<file path="config.mk">
export PLATFORM = sky130hd
export DESIGN_NAME = pad_handover_seq
export DESIGN_NICKNAME = d
export VERILOG_FILES = /design/src/rtl/pad_hs_pkg.sv /design/src/rtl/pad_hs_settle_timer.sv /design/src/rtl/pad_hs_step_dec.sv /design/src/rtl/pad_handover_seq.sv
export SDC_FILE = /design/constraint.sdc
export NUM_CORES = 1
export LEC_CHECK = 0
export BUFFER_PORTS_ARGS = -buffer_cell sky130_fd_sc_hd__buf_4
export CAP_MARGIN = 20
export CORE_ASPECT_RATIO = 2
export CORE_UTILIZATION = 48
export CTS_CLUSTER_DIAMETER = 100
export DETAILED_ROUTE_END_ITERATION = 16
export MAX_ROUTING_LAYER = met4
export PLACE_DENSITY = 0.75
export SYNTH_ARGS = -nofsm -noshare
export SYNTH_HDL_FRONTEND = slang
export SYNTH_SLANG_ARGS = --single-unit
</file>
<file path="constraint.sdc">
create_clock -name clk -period 1.7 [get_ports clk]
set_input_delay 0.255 -clock clk [delete_from_list [all_inputs] [get_ports clk]]
set_output_delay 0.255 -clock clk [all_outputs]
set_load 0.01 [all_outputs]
</file>
<file path="src/rtl/pad_hs_pkg.sv">
package pad_hs_pkg;

  typedef enum logic [1:0] {
    HS_NOP     = 2'd0,
    HS_INIT    = 2'd1,
    HS_TO_MST  = 2'd2,
    HS_TO_GLUE = 2'd3
  } hs_op_e;

  localparam int WORD_W = 16;
  localparam int IDX_W  = 4;

  // pad word bit positions
  localparam int B_KEEP  = 0;
  localparam int B_PDD   = 1;
  localparam int B_DO    = 2;
  localparam int B_DOE   = 3;
  localparam int B_MIF   = 4;
  localparam int B_CLKOE = 5;

  // unified step table indices
  localparam logic [IDX_W-1:0] S_INIT_FIRST = 4'd0;
  localparam logic [IDX_W-1:0] S_G2M_FIRST  = 4'd4;
  localparam logic [IDX_W-1:0] S_G2M_LAST   = 4'd7;
  localparam logic [IDX_W-1:0] S_LINK_WR    = 4'd8;
  localparam logic [IDX_W-1:0] S_M2G_FIRST  = 4'd9;
  localparam logic [IDX_W-1:0] S_M2G_LAST   = 4'd10;

  // link control word fields
  localparam logic [WORD_W-1:0] LINK_FIELD_MASK = 16'h000F;
  localparam logic [WORD_W-1:0] LINK_FIELD_VAL  = 16'h000D;

endpackage

</file>
<file path="src/rtl/pad_hs_settle_timer.sv">
module pad_hs_settle_timer #(
  parameter int SETTLE_CYC = 100
) (
  input  logic clk,
  input  logic rst_n,
  input  logic load,
  output logic expire
);
  localparam int CW = (SETTLE_CYC < 2) ? 1 : $clog2(SETTLE_CYC);
  localparam logic [CW-1:0] RELOAD = CW'(SETTLE_CYC - 1);

  logic [CW-1:0] cnt_q, cnt_d;
  logic          run_q, run_d;

  always_comb begin
    expire = run_q && (cnt_q == '0);
    cnt_d  = cnt_q;
    run_d  = run_q;
    if (load) begin
      cnt_d = RELOAD;
      run_d = 1'b1;
    end else if (run_q) begin
      if (cnt_q == '0) run_d = 1'b0;
      else             cnt_d = cnt_q - 1'b1;
    end
  end

  always_ff @(posedge clk or negedge rst_n) begin
    if (!rst_n) begin
      cnt_q <= '0;
      run_q <= 1'b0;
    end else begin
      cnt_q <= cnt_d;
      run_q <= run_d;
    end
  end

  generate
    if (SETTLE_CYC >= 2) begin : g_chk
      assert_no_early_expiry_R5: assert property (@(posedge clk) disable iff (!rst_n)
        $past(load) |-> !expire);
    end
  endgenerate

endmodule

</file>
<file path="src/rtl/pad_hs_step_dec.sv">
module pad_hs_step_dec
  import pad_hs_pkg::*;
(
  input  logic [IDX_W-1:0]  idx,
  input  logic [WORD_W-1:0] pad_cur,
  input  logic [WORD_W-1:0] link_cur,
  output logic [WORD_W-1:0] pad_nxt,
  output logic [WORD_W-1:0] link_nxt
);
  localparam logic [WORD_W-1:0] M_KEEP  = WORD_W'(1) << B_KEEP;
  localparam logic [WORD_W-1:0] M_PDD   = WORD_W'(1) << B_PDD;
  localparam logic [WORD_W-1:0] M_DO    = WORD_W'(1) << B_DO;
  localparam logic [WORD_W-1:0] M_DOE   = WORD_W'(1) << B_DOE;
  localparam logic [WORD_W-1:0] M_MIF   = WORD_W'(1) << B_MIF;
  localparam logic [WORD_W-1:0] M_CLKOE = WORD_W'(1) << B_CLKOE;

  always_comb begin
    pad_nxt  = pad_cur;
    link_nxt = link_cur;
    case (idx)
      4'd0:    pad_nxt = M_KEEP;
      4'd1:    pad_nxt = pad_cur | M_PDD;
      4'd2:    pad_nxt = pad_cur | M_DO;
      4'd3:    pad_nxt = pad_cur | M_DOE;
      4'd4:    pad_nxt = pad_cur & ~M_DOE;
      4'd5:    pad_nxt = pad_cur & ~M_DO;
      4'd6:    pad_nxt = pad_cur | M_MIF;
      4'd7:    pad_nxt = pad_cur & ~(M_KEEP | M_CLKOE);
      4'd8:    link_nxt = (link_cur & ~LINK_FIELD_MASK) | LINK_FIELD_VAL;
      4'd9:    pad_nxt = pad_cur | M_KEEP | M_CLKOE;
      4'd10:   pad_nxt = pad_cur & ~M_MIF;
      default: pad_nxt = pad_cur;
    endcase
  end

endmodule

</file>
<file path="src/rtl/pad_handover_seq.sv">
module pad_handover_seq
  import pad_hs_pkg::*;
#(
  parameter int CLK_MHZ   = 100,
  parameter int SETTLE_NS = 12500
) (
  input  logic        clk,
  input  logic        rst_n,
  input  logic        cmd_valid,
  input  logic [1:0]  cmd_op,
  output logic [15:0] pad_ctrl,
  output logic [15:0] link_ctrl,
  output logic        busy,
  output logic        done,
  output logic        cmd_err,
  output logic        master_owns
);
  localparam int SETTLE_CYC = (CLK_MHZ * SETTLE_NS + 999) / 1000;

  hs_op_e              op_q, op_d;
  logic [IDX_W-1:0]    idx_q, idx_d, idx_sel, start_idx;
  logic [WORD_W-1:0]   pad_q, pad_d, link_q, link_d, pad_step, link_step;
  logic                busy_q, busy_d, done_q, done_d, err_q, err_d, own_q, own_d;
  logic                accept, advance, finish, last_step, tmr_load, tmr_expire;

  pad_hs_settle_timer #(.SETTLE_CYC(SETTLE_CYC)) u_timer (
    .clk    (clk),
    .rst_n  (rst_n),
    .load   (tmr_load),
    .expire (tmr_expire)
  );

  pad_hs_step_dec u_dec (
    .idx      (idx_sel),
    .pad_cur  (pad_q),
    .link_cur (link_q),
    .pad_nxt  (pad_step),
    .link_nxt (link_step)
  );

  always_comb begin
    case (hs_op_e'(cmd_op))
      HS_INIT:    start_idx = S_INIT_FIRST;
      HS_TO_MST:  start_idx = S_G2M_FIRST;
      HS_TO_GLUE: start_idx = S_M2G_FIRST;
      default:    start_idx = S_INIT_FIRST;
    endcase
  end

  always_comb begin
    last_step = (idx_q == S_LINK_WR) || (idx_q == S_M2G_LAST) ||
                ((op_q == HS_TO_MST) && (idx_q == S_G2M_LAST));
    accept    = !busy_q && cmd_valid && (hs_op_e'(cmd_op) != HS_NOP);
    finish    = busy_q && tmr_expire && last_step;
    advance   = busy_q && tmr_expire && !last_step;
    idx_sel   = accept ? start_idx : IDX_W'(idx_q + 1'b1);
    tmr_load  = accept || advance;
  end

  always_comb begin
    op_d   = op_q;
    idx_d  = idx_q;
    pad_d  = pad_q;
    link_d = link_q;
    busy_d = busy_q;
    own_d  = own_q;
    done_d = finish;
    err_d  = busy_q && cmd_valid;
    if (accept) begin
      op_d   = hs_op_e'(cmd_op);
      idx_d  = start_idx;
      pad_d  = pad_step;
      link_d = link_step;
      busy_d = 1'b1;
    end else if (advance) begin
      idx_d  = idx_sel;
      pad_d  = pad_step;
      link_d = link_step;
    end else if (finish) begin
      busy_d = 1'b0;
      own_d  = (op_q != HS_TO_GLUE);
    end
  end

  always_ff @(posedge clk or negedge rst_n) begin
    if (!rst_n) begin
      op_q   <= HS_NOP;
      idx_q  <= '0;
      pad_q  <= '0;
      link_q <= '0;
      busy_q <= 1'b0;
      done_q <= 1'b0;
      err_q  <= 1'b0;
      own_q  <= 1'b0;
    end else begin
      op_q   <= op_d;
      idx_q  <= idx_d;
      pad_q  <= pad_d;
      link_q <= link_d;
      busy_q <= busy_d;
      done_q <= done_d;
      err_q  <= err_d;
      own_q  <= own_d;
    end
  end

  assign pad_ctrl    = pad_q;
  assign link_ctrl   = link_q;
  assign busy        = busy_q;
  assign done        = done_q;
  assign cmd_err     = err_q;
  assign master_owns = own_q;

  assert_step_on_expiry_R5: assert property (@(posedge clk) disable iff (!rst_n)
    !$stable(pad_ctrl) |-> $past(tmr_expire || (cmd_valid && !busy)));
  assert_done_single_R7: assert property (@(posedge clk) disable iff (!rst_n)
    done |=> !done);
  assert_busy_fall_done_R7: assert property (@(posedge clk) disable iff (!rst_n)
    $fell(busy) |-> done);
  assert_err_when_busy_R8: assert property (@(posedge clk) disable iff (!rst_n)
    cmd_err |-> $past(busy));
  assert_owner_at_done_R9: assert property (@(posedge clk) disable iff (!rst_n)
    !$stable(master_owns) |-> done);

endmodule

</file>
==> flow_summary.json <==
{
  "outcome": "complete, but fails checks",
  "violations": "setup timing",
  "portBuffers": 17,
  "fillers": 254,
  "fin_crit_ns": 1.92,
  "dp_hpwl_um": 3270,
  "grt_usage_pct": 27.7,
  "cts_inserted_buffers": 5,
  "clk_latency_ns": 0.30,
  "r2r-start": "u_timer.cnt_q[1]",
  "drt_iter0_markers": 40,
  "avgSynthCellArea_um2": 9.57,
  "num_antenna_cells": 0,
  "drc": 0,
  "clockBufferDepth": 2,
  "final_layout_size_suffix_gt1_share_pct": 48.3,
  "hp-start": "cmd_valid",
  "drv_slew": 0,
  "cts-htree-levels": 2,
  "num-nets-final": 272,
  "antenna_found_initial": 0,
  "final_cell_mix": "buf_4 (61), dfrtp_1 (27), conb_1 (23)",
  "grt_pass1_wl_um": 7670,
  "antenna_left": 0,
  "clk_pin_slew_ns": 0.06,
  "grt_pass1_vias": 1716,
  "worst_slack_ns": -0.221,
  "rows": 31,
  "finalSetupTns_ns": -2.89,
  "min_to": "cmd_err",
  "die_area_um2": 4050,
  "area_growth_pct": 47.6,
  "vias_per_cell": 5.50,
  "muxShareOfSynthArea_pct": 0.619,
  "reg2reg_to": "pad_ctrl[2]",
  "start_util_pct": 50.4,
  "routed_wl_um": 5340,
  "synthArstFlopShare_pct": 100,
  "drt_pass1_iterations": 4,
  "period_share_pct": 113,
  "finalHoldViolCount": 0,
  "finClkSkew_ns": 0.0127,
  "wl_per_cell_um": 17.1,
  "setup_viol": 21,
  "grt_max_degree": 30,
  "core_area_um2": 3610,
  "clockRootBuffer": "clkbuf_8",
  "gp_congestion": 0.922,
  "synth_xor_area_share_pct": 6.26,
  "power_density_nw_per_um2": 577,
  "cap_viol_max_count": 0,
  "hold_depth": 2,
  "pin_count": 41,
  "hp-class": "input pin to flop",
  "cts_tree": "yes",
  "p_leak_nw": 1.23,
  "yosys.area_share.simple_pct": 21.9,
  "path_max_fanout": 7,
  "synth_compound_area_share_pct": 15.1,
  "path_class": "flop to flop",
  "synth_area_um2": 1820,
  "fmax_mhz": 521,
  "final_common_cell": "buf_4",
  "cp.required_ns": 1.88,
  "grt-ovfl-total": 0,
  "ys_seq_area_share_pct": 39.9,
  "synth_seq_cells": 29,
  "ys_types": 50,
  "synth_edf_count": 0,
  "ys_warn_count": 0,
  "cts.sinks": 29,
  "netlist_instances": 190,
  "synthAdderAreaFrac_pct": 3.44,
  "worstPathArrival_ns": 2.10,
  "irDropWorstVdd_mv": 0.473,
  "cp-start-kind": "flop",
  "via_count": 1715,
  "r2r_cells": 8,
  "cp-end-kind": "flop",
  "rrSetupSlack_ns": -0.22,
  "die_w_um": 45.5,
  "die_h_um": 89.0,
  "synth_top_family_by_area": "simple AND/OR/NAND/NOR gates",
  "rsz0062_at_grt": "yes",
  "synth_ff_type": "dfrtp_1",
  "post-place-ws_ns": -0.179
}
## worst max-delay path by stage
| stage | start | end | slack [ns] | depth (start not counted) |
|---|---|---|---|---|
| 6_report | u_timer.cnt_q[1] | pad_ctrl[2] | -0.22 | 8 |
| 5_1_grt | u_timer.cnt_q[1] | pad_ctrl[0] | -0.29 | 7 |
| 4_1_cts | u_timer.cnt_q[0] | u_timer.cnt_q[5] | -0.13 | 7 |
| 3_5_place_dp | u_timer.cnt_q[0] | idx_q[2] | -0.18 | 7 |
| 3_3_place_gp | u_timer.cnt_q[0] | idx_q[2] | -0.13 | 7 |
| 2_1_floorplan | u_timer.cnt_q[0] | u_timer.cnt_q[7] | -0.11 | 7 |
## state kept, by name (all words and copies together) (netlist names)
name / flops
op_q: 2
master_owns: 1
cmd_err: 1
u_timer.cnt_q: 11
done: 1
u_timer.run_q: 1
idx_q: 4
pad_ctrl: 6
busy: 1
link_ctrl: 1
## synth_stat cells, drive strengths merged, types with 2 or more instances
cell type,number,area (um2)
a31oi,9,56.3
ha,5,62.6
nand2,20,77.6
nor2b,2,12.5
and2,3,18.8
nand2b,2,12.5
o2111ai,2,17.5
a21o,2,15.0
o21ai,6,33.8
a21oi,5,25.0
inv,5,18.8
buf,28,205
nand4,2,18.8
o21a,3,22.5
a41oi,2,17.5
and4,2,17.5
dfrtp,29,726
nand3,5,30.0
nor4,4,40.0
xnor2,7,61.3
nor3,4,20.0
xor2,6,52.6
nor2,17,63.8
or4,2,18.8
## cell families (layout without fill, tap and decap cells)
| family | after synthesis | in the layout |
|---|---|---|
| AND/OR/NAND/NOR | 70 | 70 |
| other | 1 | 23 |
| adder cells (fa/ha/maj) | 5 | 5 |
| flip-flops | 29 | 29 |
| XOR/XNOR | 13 | 13 |
| AO/OA/AOI/OAI | 37 | 37 |
| multiplexers | 1 | 1 |
| buffers and inverters | 34 | 85 |
## per-layer routing
metal | up-vias | track usage [%] | routed length, um
li1 | 772 | - | -
met1 | 856 | 23.7 | 1800
met2 | 57 | 49.0 | 3060
met3 | 30 | 5.45 | 166
met4 | 0 | 21.8 | 318
met5 | - | - | 0
## area by class of cell
class | count | area, um2 | share of cell area (%)
Inverter | 6 | 22.5 | 0.839
Clock inverter | 1 | 5.00 | 0.186
Clock buffer | 7 | 96.3 | 3.59
Sequential cell | 29 | 728 | 27.1
Tap cell | 49 | 61.3 | 2.28
Multi-Input combinational cell | 149 | 1180 | 44.1
Timing Repair Buffer | 71 | 587 | 21.9
## metrics by stage
step | instance area (um2) | hold slack, ns | power [mW] | cells | util [%]
after floorplan | 1920 | -0.0406 | 0.841 | 212 | -
after global placement | 2140 | 0.199 | 0.868 | 281 | 59.4
after detailed placement | 2140 | 0.205 | 0.870 | 281 | 59.4
after CTS | 2510 | 0.223 | 1.52 | 303 | 69.6
after global routing | 2680 | 0.245 | 1.60 | 312 | 74.4
final | 2680 | 0.230 | 1.55 | 312 | 74.4
## critical path, cell delays in order, from the launching register on
cell       delay, ns
dfrtp_1         0.40
inv_2           0.09
ha_4            0.13
nor4b_4         0.25
nand4_2         0.21
o21ai_4         0.29
buf_12          0.16
o2111ai_2       0.11
a21o_1          0.18
## power by group
| group | internal (mW) | switching, mW |
|---|---|---|
| Sequential | 0.701 | 0.0114 |
| Combinational | 0.0600 | 0.120 |
| Clock | 0.366 | 0.290 |
## repair_timing
action                                 in CTS  in global routing
setup endpoints to repair                  20                 24
pin swaps                                  11                 16
gates cloned                                1                  0
endpoints found under the hold margin      29                  0
buffers inserted                           12                 12
resized for setup                          31                 24
hold buffers                                1                  0
No activity file was read; power rests on OpenSTA's default activity.
